[config.mk]
export PLATFORM = sky130hd
export DESIGN_NAME = cti_resolve
export DESIGN_NICKNAME = d
export VERILOG_FILES = /design/src/rtl/cti_resolve.sv
export SDC_FILE = /design/constraint.sdc
export NUM_CORES = 1
export LEC_CHECK = 0
export ABC_AREA = 1
export BUFFER_PORTS_ARGS = -buffer_cell sky130_fd_sc_hd__buf_2
export CAP_MARGIN = 20
export CORE_MARGIN = 2
export CORE_UTILIZATION = 55
export DETAILED_ROUTE_END_ITERATION = 7
export PLACE_DENSITY = 0.85
export SYNTH_ARGS = -nofsm -noshare
export SYNTH_HDL_FRONTEND = slang
export SYNTH_SLANG_ARGS = --single-unit
[constraint.sdc]
create_clock -name vclk -period 4
set_clock_uncertainty 0.1 [all_clocks]
set_input_delay 0.6 -clock vclk [all_inputs]
set_output_delay 0.6 -clock vclk [all_outputs]
set_load 0.03 [all_outputs]
[src/rtl/cti_resolve.sv]
module cti_resolve #(
  parameter int XLEN = 32
) (
  input  logic [XLEN-1:0] pc_i,
  input  logic [31:0]     insn_i,
  input  logic [XLEN-1:0] src1_i,
  input  logic [XLEN-1:0] src2_i,
  output logic            taken_o,
  output logic [XLEN-1:0] next_pc_o,
  output logic            link_we_o,
  output logic [XLEN-1:0] link_val_o,
  output logic            misalign_o,
  output logic            illegal_o
);
  localparam logic [6:0] OP_BR   = 7'b1100011;
  localparam logic [6:0] OP_JAL  = 7'b1101111;
  localparam logic [6:0] OP_JALR = 7'b1100111;
  localparam int         ALIGN_BITS = 2;
  localparam logic [XLEN-1:0] STEP = XLEN'(4);

  logic [6:0]      opc;
  logic [2:0]      cond;
  logic [4:0]      rd;
  logic            is_br, is_jal, is_jalr;
  logic [XLEN-1:0] imm_b, imm_j, imm_i;
  logic [XLEN-1:0] seq_pc, ind_sum, target;
  logic            eq, lt_s, lt_u, cond_ok, cond_bad;

  assign opc  = insn_i[6:0];
  assign cond = insn_i[14:12];
  assign rd   = insn_i[11:7];

  assign is_br   = (opc == OP_BR);
  assign is_jal  = (opc == OP_JAL);
  assign is_jalr = (opc == OP_JALR);

  assign imm_b = {{(XLEN-12){insn_i[31]}}, insn_i[7], insn_i[30:25], insn_i[11:8], 1'b0};
  assign imm_j = {{(XLEN-20){insn_i[31]}}, insn_i[19:12], insn_i[20], insn_i[30:21], 1'b0};
  assign imm_i = {{(XLEN-11){insn_i[31]}}, insn_i[30:20]};

  assign eq   = (src1_i == src2_i);
  assign lt_s = ($signed(src1_i) < $signed(src2_i));
  assign lt_u = (src1_i < src2_i);

  always_comb begin
    cond_ok  = 1'b0;
    cond_bad = 1'b0;
    case (cond)
      3'b000:  cond_ok = eq;
      3'b001:  cond_ok = !eq;
      3'b100:  cond_ok = lt_s;
      3'b101:  cond_ok = !lt_s;
      3'b110:  cond_ok = lt_u;
      3'b111:  cond_ok = !lt_u;
      default: cond_bad = 1'b1;
    endcase
  end

  assign seq_pc  = pc_i + STEP;
  assign ind_sum = src1_i + imm_i;

  always_comb begin
    if (is_jalr)     target = {ind_sum[XLEN-1:1], 1'b0};
    else if (is_jal) target = pc_i + imm_j;
    else             target = pc_i + imm_b;
  end

  assign illegal_o  = is_br & cond_bad;
  assign taken_o    = is_jal | is_jalr | (is_br & cond_ok & !cond_bad);
  assign misalign_o = taken_o & (|target[ALIGN_BITS-1:0]);
  assign next_pc_o  = taken_o ? target : seq_pc;
  assign link_val_o = seq_pc;
  assign link_we_o  = (is_jal | is_jalr) & (rd != 5'd0);
endmodule

==> results of run 1 <==
[path summary, 6_finish.rpt]
check	start	to
hold / removal	pc_i[0]	link_val_o[0]
setup / recovery	insn_i[6]	next_pc_o[29]
[cells by family after synthesis]
| logic type | after synthesis | synth area share |
|---|---|---|
| simple gates | 611 | 0.433 |
| compound gates | 251 | 0.211 |
| xor+xnor | 39 | 0.0548 |
| fa+ha+maj | 95 | 0.193 |
| buf+inv | 169 | 0.108 |
[critical path, stage by stage]
cell and delay, ps:
buf_2 80, nand2_2 50, nor2_2 90, nand4_1 110
buf_6 150, buf_6 140, nand2_1 60, nand2_1 60
ha_2 190, fa_2 390, nand2_2 100, o21ai_1 80
a21oi_1 280, o21ai_1 120, nand4_1 170, nand2_1 80
nand2_1 60, nand3_1 60, nand2_1 80, nand2_1 50
nand2_1 60, buf_2 190
[power by group]
part           total, uW  internal [uW]  leakage [uW]  switching [uW]
registers              0              0             0               0
logic               1140            436       0.00445             708
clock network          0              0             0               0
total               1140            436       0.00445             708
[per-stage QoR]
| stage | instance area, sq um | util | setup WS (ps) |
|---|---|---|---|
| floorplan | 6240 | - | 257 |
| global placement | 7640 | 0.698 | -129 |
| detailed placement | 7640 | 0.698 | -194 |
| CTS | 7760 | 0.710 | -8.95 |
| global route | 8220 | 0.752 | -89.4 |
| finish | 8220 | 0.752 | 61.3 |
[layer usage]
metal | up-vias | share of wire | wire length [microns]
met4 | 0 | 0.029 | 670
met1 | 3879 | 0.41 | 9290
li1 | 4385 | - | -
met5 | - | 0 | 0
met2 | 447 | 0.47 | 10700
met3 | 60 | 0.098 | 2240
[placed cells by master, fill, tap and decap left out, types with 9 or more instances in the layout]
| cell | n |
|---|---|
| buf_4 | 61 |
| o21ai_1 | 14 |
| nor2_1 | 98 |
| o21ai_2 | 9 |
| a21oi_2 | 13 |
| nand4_1 | 22 |
| nand3_1 | 87 |
| nand2_1 | 307 |
| a21oi_1 | 114 |
| nor3_1 | 16 |
| o21ai_0 | 77 |
| ha_1 | 83 |
| xnor2_1 | 9 |
| nor2_2 | 12 |
| inv_1 | 142 |
| nand2_2 | 18 |
| buf_6 | 11 |
| ha_4 | 9 |
| buf_2 | 177 |
| xor2_1 | 30 |
[layout make-up]
class | count | area share
inverters | 150 | 0.0688
multi-input cells | 996 | 0.726
repair buffers | 255 | 0.184
well taps | 140 | 0.0213
[repair_timing]
item / in CTS / in global routing
gates cloned: 1 / 0
pin swaps: 5 / 35
hold buffers: 0 / 0
gates resized for setup: 22 / 132
setup endpoints to repair: 15 / 31
setup buffers: 2 / 9
==> results.py, run 1 <==
metrics = {
    "finish": {
        "clock_buffers": 0,
        "syn_to_final_growth_pct": 31.7,
        "finalNonFillerCells": 1541,
        "fillCellCount": 1002,
        "multi_input_area_sq_um": 5970,
        "final-seq-area_sq_um": 0,
        "drive_gt1_frac": 0.260,
        "nets": 1626,
        "seq_cell_count": 0,
        "n_antenna_cell": 0,
    },
    "global_route": {
        "grt.busiest_layer": "met2",
        "met2_usage": 0.605,
        "use_met1": 0.451,
        "grt_overflow": 0,
        "grt_max_degree": 33,
        "globalRouteTotalUtil": 0.345,
        "grt.met3_usage": 0.0379,
        "grt_pass1_wl_microns": 36200,
        "grt_pass1_vias": 7981,
        "antenna_found_initial": 0,
    },
    "timing": {
        "timing.setup.tns_ps": 0,
        "slew_violations": 0,
        "finalHoldViolations": 0,
        "min_period_ps": 3940,
        "worst_pin_slew_ps": 584,
        "clock.fmax_mhz": 254,
        "hold_ws_ps": 1370,
        "finalCritPeriodShare": 0.985,
        "setup_viol": 0,
        "rsz0062_at_grt": "yes",
        "slew_headroom": 0.606,
    },
    "setup_path": {
        "path_class": "input port to primary output",
        "cp.required_ps": 3300,
        "cp.arrival_ps": 3240,
        "endpoint_kind": "primary output",
        "cp_max_fo": 7,
        "critPathLaunchType": "input port",
    },
    "pwr": {
        "power_uw": 1140,
        "ir_drop_mv": 0.0791,
        "p_per_area_nw_per_um2": 139,
        "p_leak_uw": 0.00445,
    },
    "worst_hold_path": {
        "hold_depth": 2,
        "hp-class": "input port to primary output",
    },
    "yosys": {
        "synth.most_common_cell": "nand2_1",
        "synth_nets": 1388,
        "syn-instance-count": 1165,
        "ys_seq_area_frac": 0,
        "synthTopCellsByArea": "nand2_1, ha_1, a21oi_1, inv_1, o21ai_0",
        "synth_common_cells": "nand2_1, inv_1, a21oi_1, nor2_1, o21ai_0",
        "synthesis.area_sq_um": 6240,
        "synth_warnings": 0,
        "syn-mean-instance-area_sq_um": 5.35,
        "synth_top_area_share": 0.196,
        "ys_types": 41,
        "yosysTopAreaCell": "nand2_1",
    },
    "drt": {
        "wl_per_cell_microns": 14.8,
        "via_per_inst": 5.69,
        "dr.pass1.iters": 6,
        "antenna_left": 0,
        "via_count": 8771,
        "drc_errors": 0,
        "totalWireLength_microns": 22900,
        "drt-initial-drc-count": 742,
    },
    "floorplanning": {
        "die_y_microns": 111,
        "io_pins": 196,
        "die_area_sq_um": 12200,
        "core_area_sq_um": 10900,
        "row_count": 38,
        "die_w_microns": 111,
        "initial_utilization": 0.570,
    },
    "placed_design": {
        "port_buffers": 196,
        "place.gp.congestion": 0.983,
        "dp_cells": 1529,
        "hpwlAfterDp_microns": 19100,
    },
    "flow_run": {
        "drv_cap": 0,
    },
    "run_status": {
        "status": "complete, no violations",
    },
}
Power figures use the tool's default switching activity.
==> run 2: changes to the inputs <==
--- a/config.mk
+++ b/config.mk
@@ -11,7 +11,8 @@
 export CORE_MARGIN = 2
 export CORE_UTILIZATION = 55
 export DETAILED_ROUTE_END_ITERATION = 7
-export PLACE_DENSITY = 0.85
+export PLACE_DENSITY = 0.87
+export SETUP_SLACK_MARGIN = 0.5
 export SYNTH_ARGS = -nofsm -noshare
 export SYNTH_HDL_FRONTEND = slang
 export SYNTH_SLANG_ARGS = --single-unit
==> constraint.sdc (replaced) <==
create_clock -name vclk -period 4.6
set_clock_uncertainty 0.1 [all_clocks]
set_input_delay 0.69 -clock vclk [all_inputs]
set_output_delay 0.69 -clock vclk [all_outputs]
set_load 0.03 [all_outputs]
==> run 2 against run 1 <==
Worst hold slack improved by 190 ps; utilization is 1.9 points higher; via count up 3.8%; final area grew 2.5%; power is 8.7% lower; first-iteration DRC count rose by 16%; non-clock buffer count shrank 21; wire length is 6.3% higher; flip-flop and latch count unchanged; die area stayed put; global-route usage is 1.0 points lower.
==> results.py, run 2 (synthesis results as in run 1) <==
metrics = {
    "placed_design": {
        "place.gp.congestion": 1.09,
        "place_area_sq_um": 7370,
        "dp_cells": 1493,
        "hpwlAfterDp_microns": 18200,
        "port_buffers": 196,
    },
    "global_route": {
        "grt_max_degree": 35,
        "antenna_found_initial": 0,
        "grt_overflow": 0,
        "grt_pass1_vias": 7949,
        "grt_pass1_wl_microns": 35500,
        "globalRouteTotalUtil": 0.335,
    },
    "timing": {
        "rsz0062_at_grt": "yes",
        "timing.setup.tns_ps": 0,
        "clock.fmax_mhz": 235,
        "min_period_ps": 4260,
        "hold_ws_ps": 1560,
        "setup_viol": 0,
        "finalCritPeriodShare": 0.925,
        "slew_violations": 0,
        "slew_headroom": 0.476,
        "worst_pin_slew_ps": 783,
        "finalHoldViolations": 0,
    },
    "finish": {
        "finalNonFillerCells": 1522,
        "fillCellCount": 906,
        "seq_cell_count": 0,
        "n_antenna_cell": 0,
        "clock_buffers": 0,
        "final_cell_area_sq_um": 8420,
        "nets": 1607,
        "final_core_utilization": 0.770,
        "final-seq-area_sq_um": 0,
        "layout_commonest_cell": "nand2_1",
        "syn_to_final_growth_pct": 35.0,
        "drive_gt1_frac": 0.280,
        "final_cell_mix": "nand2_1, buf_2, inv_1, a21oi_1, nor2_1",
    },
    "drt": {
        "drt-initial-drc-count": 860,
        "via_per_inst": 5.98,
        "via_count": 9104,
        "wl_per_cell_microns": 16.0,
        "drc_errors": 0,
        "dr.pass1.iters": 6,
        "totalWireLength_microns": 24300,
        "antenna_left": 0,
    },
    "worst_hold_path": {
        "hold_end": "link_val_o[0]",
        "hp-class": "input port to primary output",
        "min_from": "pc_i[0]",
        "hold_depth": 2,
    },
    "setup_path": {
        "cp.arrival_ps": 3470,
        "critPathLaunchType": "input port",
        "cp.required_ps": 3810,
        "path_class": "input port to primary output",
        "cp_max_fo": 8,
        "endpoint_kind": "primary output",
    },
    "floorplanning": {
        "die_y_microns": 111,
        "die_w_microns": 111,
        "io_pins": 196,
        "core_area_sq_um": 10900,
        "initial_utilization": 0.570,
        "die_area_sq_um": 12200,
        "row_count": 38,
    },
    "pwr": {
        "p_leak_uw": 0.00449,
        "ir_drop_mv": 0.0635,
        "p_per_area_nw_per_um2": 124,
    },
    "clock_network": {
        "cts_hold_buffers": 0,
    },
    "run_status": {
        "status": "complete, no violations",
    },
    "flow_run": {
        "drv_cap": 0,
    },
}
-- run 2: critical path: stages --
cell	delay, ps
buf_6	100
nand2_4	60
inv_2	30
nand4_1	230
inv_2	100
or2_4	300
o21ai_1	110
inv_1	90
ha_4	300
nand2_2	100
nor2_2	190
inv_1	120
nor2_4	180
nand4_1	180
nand3_2	120
buf_4	100
nand2_1	40
nand3_1	70
nand2_1	70
nand2_1	90
nand2_1	50
buf_4	160
-- run 2: power by group --
| part | switching [uW] | internal, uW |
|---|---|---|
| Clock | 0 | 0 |
| Sequential | 0 | 0 |
| Combinational | 660 | 385 |
| Total | 660 | 385 |
-- run 2: final cells by class --
class,count,area [sq um],area share
timing repair buffer,234,1410,0.167
inverter,150,563,0.0668
tap,140,175,0.0208
multi-input combinational,998,6280,0.745
-- run 2: routing by layer --
metal / wire length (microns) / vias to the layer above / global-route usage
li1: - / 4342 / -
met1: 9370 / 4036 / 0.446
met2: 11000 / 598 / 0.582
met3: 2810 / 128 / 0.0296
met4: 1120 / 0 / 0.0850
met5: 0 / - / 0
-- run 2: stage by stage --
step / power [uW] / worst slack (ps)
CTS: 894 / 459
floorplan: 588 / 677
global placement: 832 / 49.0
global route: 1140 / 228
finish: 1040 / 344
detailed placement: 843 / 14.8
-- run 2: how the worst max path moves through the flow --
stage | from | to | slack (ps) | cells after the start
floorplan | insn_i[1] | next_pc_o[19] | 680 | 20
global placement | insn_i[1] | next_pc_o[18] | 50 | 21
detailed placement | insn_i[1] | next_pc_o[18] | 10 | 21
CTS | insn_i[6] | next_pc_o[18] | 460 | 21
global route | insn_i[0] | next_pc_o[21] | 230 | 22
finish | insn_i[0] | next_pc_o[21] | 340 | 22
-- run 2: what timing repair did --
action | in CTS | in global routing
setup buffers | 7 | 20
gates resized for setup | 64 | 169
pin swaps | 16 | 64
endpoints found under the setup margin | 24 | 32
gates cloned | 0 | 2
==> run 3: changes to the inputs <==
--- a/config.mk
+++ b/config.mk
@@ -6,8 +6,8 @@
 export NUM_CORES = 1
 export LEC_CHECK = 0
 export ABC_AREA = 1
-export BUFFER_PORTS_ARGS = -buffer_cell sky130_fd_sc_hd__buf_2
-export CAP_MARGIN = 20
+export BUFFER_PORTS_ARGS = -buffer_cell sky130_fd_sc_hd__buf_4
+export CAP_MARGIN = 40
 export CORE_MARGIN = 2
 export CORE_UTILIZATION = 55
 export DETAILED_ROUTE_END_ITERATION = 7
==> run 3 against run 2 <==
Die area did not move; critical path depth decreased by 1; count of clock-buffer cells in the layout unchanged; via count up 1.3%.
==> results.py, run 3 (synthesis results as in run 1) <==
metrics = {
    "floorplanning": {
        "initial_utilization": 0.570,
        "die_area_sq_um": 12200,
        "core_area_sq_um": 10900,
        "die_w_microns": 111,
        "die_y_microns": 111,
        "io_pins": 196,
        "row_count": 38,
    },
    "finish": {
        "clock_buffers": 0,
        "layout_commonest_cell": "nand2_1",
        "n_antenna_cell": 0,
        "fillCellCount": 869,
        "final_cell_mix": "nand2_1, buf_4, inv_1, a21oi_1, nor2_1",
        "syn_to_final_growth_pct": 41.4,
        "finalNonFillerCells": 1525,
        "nets": 1610,
        "final-seq-area_sq_um": 0,
        "drive_gt1_frac": 0.284,
        "seq_cell_count": 0,
    },
    "worst_hold_path": {
        "hp-class": "input port to primary output",
    },
    "pwr": {
        "ir_drop_mv": 0.0763,
        "p_leak_uw": 0.00461,
        "p_per_area_nw_per_um2": 124,
    },
    "setup_path": {
        "crit_cells": 21,
        "critPathLaunch": "insn_i[5]",
        "critPathLaunchType": "input port",
        "cp.arrival_ps": 3570,
        "worst_path_most_repeated_cell": "nand2_1",
        "critPathTopFamily": "simple AND/OR/NAND/NOR gates",
        "cp_max_fo": 8,
        "path_class": "input port to primary output",
        "path_buf_inv": 6,
        "cp.required_ps": 3810,
        "endpoint_kind": "primary output",
        "critPathMaxStageDelay_ps": 310,
        "cpMaxStageDelayCell": "ha_4",
        "cp-endpoint": "next_pc_o[19]",
        "crit_path_cell_trace": "buf_6 -> nand2_2 -> nor2_2 -> nand4_1 -> buf_4 -> buf_8 -> o21ai_1 -> inv_1 -> ha_4 -> nand2_2 -> nor2_4 -> inv_2 -> nor3_4 -> nand4_1 -> nand3_2 -> xor2_1 -> nand2_1 -> nand2_1 -> nand2_1 -> nand2_1 -> buf_6",
    },
    "global_route": {
        "grt_overflow": 0,
        "grt_max_degree": 33,
        "antenna_found_initial": 0,
        "grt_pass1_vias": 7971,
        "globalRouteTotalUtil": 0.347,
        "grt_pass1_wl_microns": 36500,
    },
    "drt": {
        "via_per_inst": 6.05,
        "via_count": 9219,
        "drt-initial-drc-count": 923,
        "totalWireLength_microns": 25200,
        "drc_errors": 0,
        "dr.pass1.iters": 8,
        "antenna_left": 0,
        "wl_per_cell_microns": 16.5,
    },
    "placed_design": {
        "place.gp.congestion": 0.996,
        "dp_slack_ps": -10.1,
        "dp_cells": 1496,
        "hpwlAfterDp_microns": 18700,
        "port_buffers": 196,
    },
    "clock_network": {
        "cts_hold_buffers": 0,
    },
    "timing": {
        "finalHoldViolations": 0,
        "worst_pin_slew_ps": 662,
        "worst_slack_ps": 238,
        "min_period_ps": 4360,
        "rsz0062_at_grt": "yes",
        "finalCritPeriodShare": 0.948,
        "clock.fmax_mhz": 229,
        "slew_violations": 0,
        "timing.setup.tns_ps": 0,
        "hold_ws_ps": 1520,
        "setup_viol": 0,
        "slew_headroom": 0.554,
    },
    "flow_run": {
        "drv_cap": 0,
    },
    "run_status": {
        "status": "complete, no violations",
    },
}
[run 3: area by class of cell]
type                            count  area (sq um)  share of cell area
Inverter                          150           563              0.0638
Tap cell                          140           175              0.0199
Multi-Input combinational cell    996          6210               0.704
Timing Repair Buffer              239          1880               0.213
[run 3: per-layer routing]
metal  track usage  wire, microns  vias to the layer above
met4         0.114           1510                        0
met5             0              0                        -
li1              -              -                     4351
met1         0.459           9490                     4075
met3        0.0296           2840                      168
met2         0.594          11300                      625
[run 3: how the worst min path moves through the flow]
| stage | startpoint | end | slack, ps | cells past startpoint |
|---|---|---|---|---|
| 2_1_floorplan | pc_i[2] | link_val_o[2] | 1400 | 1 |
| 3_3_place_gp | pc_i[0] | link_val_o[0] | 1510 | 2 |
| 3_5_place_dp | pc_i[0] | link_val_o[0] | 1520 | 2 |
| 4_1_cts | pc_i[0] | link_val_o[0] | 1520 | 2 |
| 5_1_grt | pc_i[0] | link_val_o[0] | 1520 | 2 |
| 6_report | pc_i[0] | link_val_o[0] | 1520 | 2 |
[run 3: power breakdown]
group          internal [uW]  total, uW  switching (uW)
Clock                      0          0               0
Combinational            431       1090             663
Sequential                 0          0               0
Total                    431       1090             663
[run 3: timing repair]
| action | 4_1_cts | 5_1_grt |
|---|---|---|
| gates resized for setup | 52 | 153 |
| setup endpoints to repair | 22 | 32 |
| buffers inserted | 16 | 13 |
| pin swaps | 19 | 60 |
[run 3: through the flow]
stage	util	cell area, sq um	total power, uW
CTS	0.752	8230	952
finish	0.807	8820	1090
detailed placement	0.721	7880	899
global route	0.807	8820	1180
global placement	0.721	7880	888
floorplan	-	6240	588
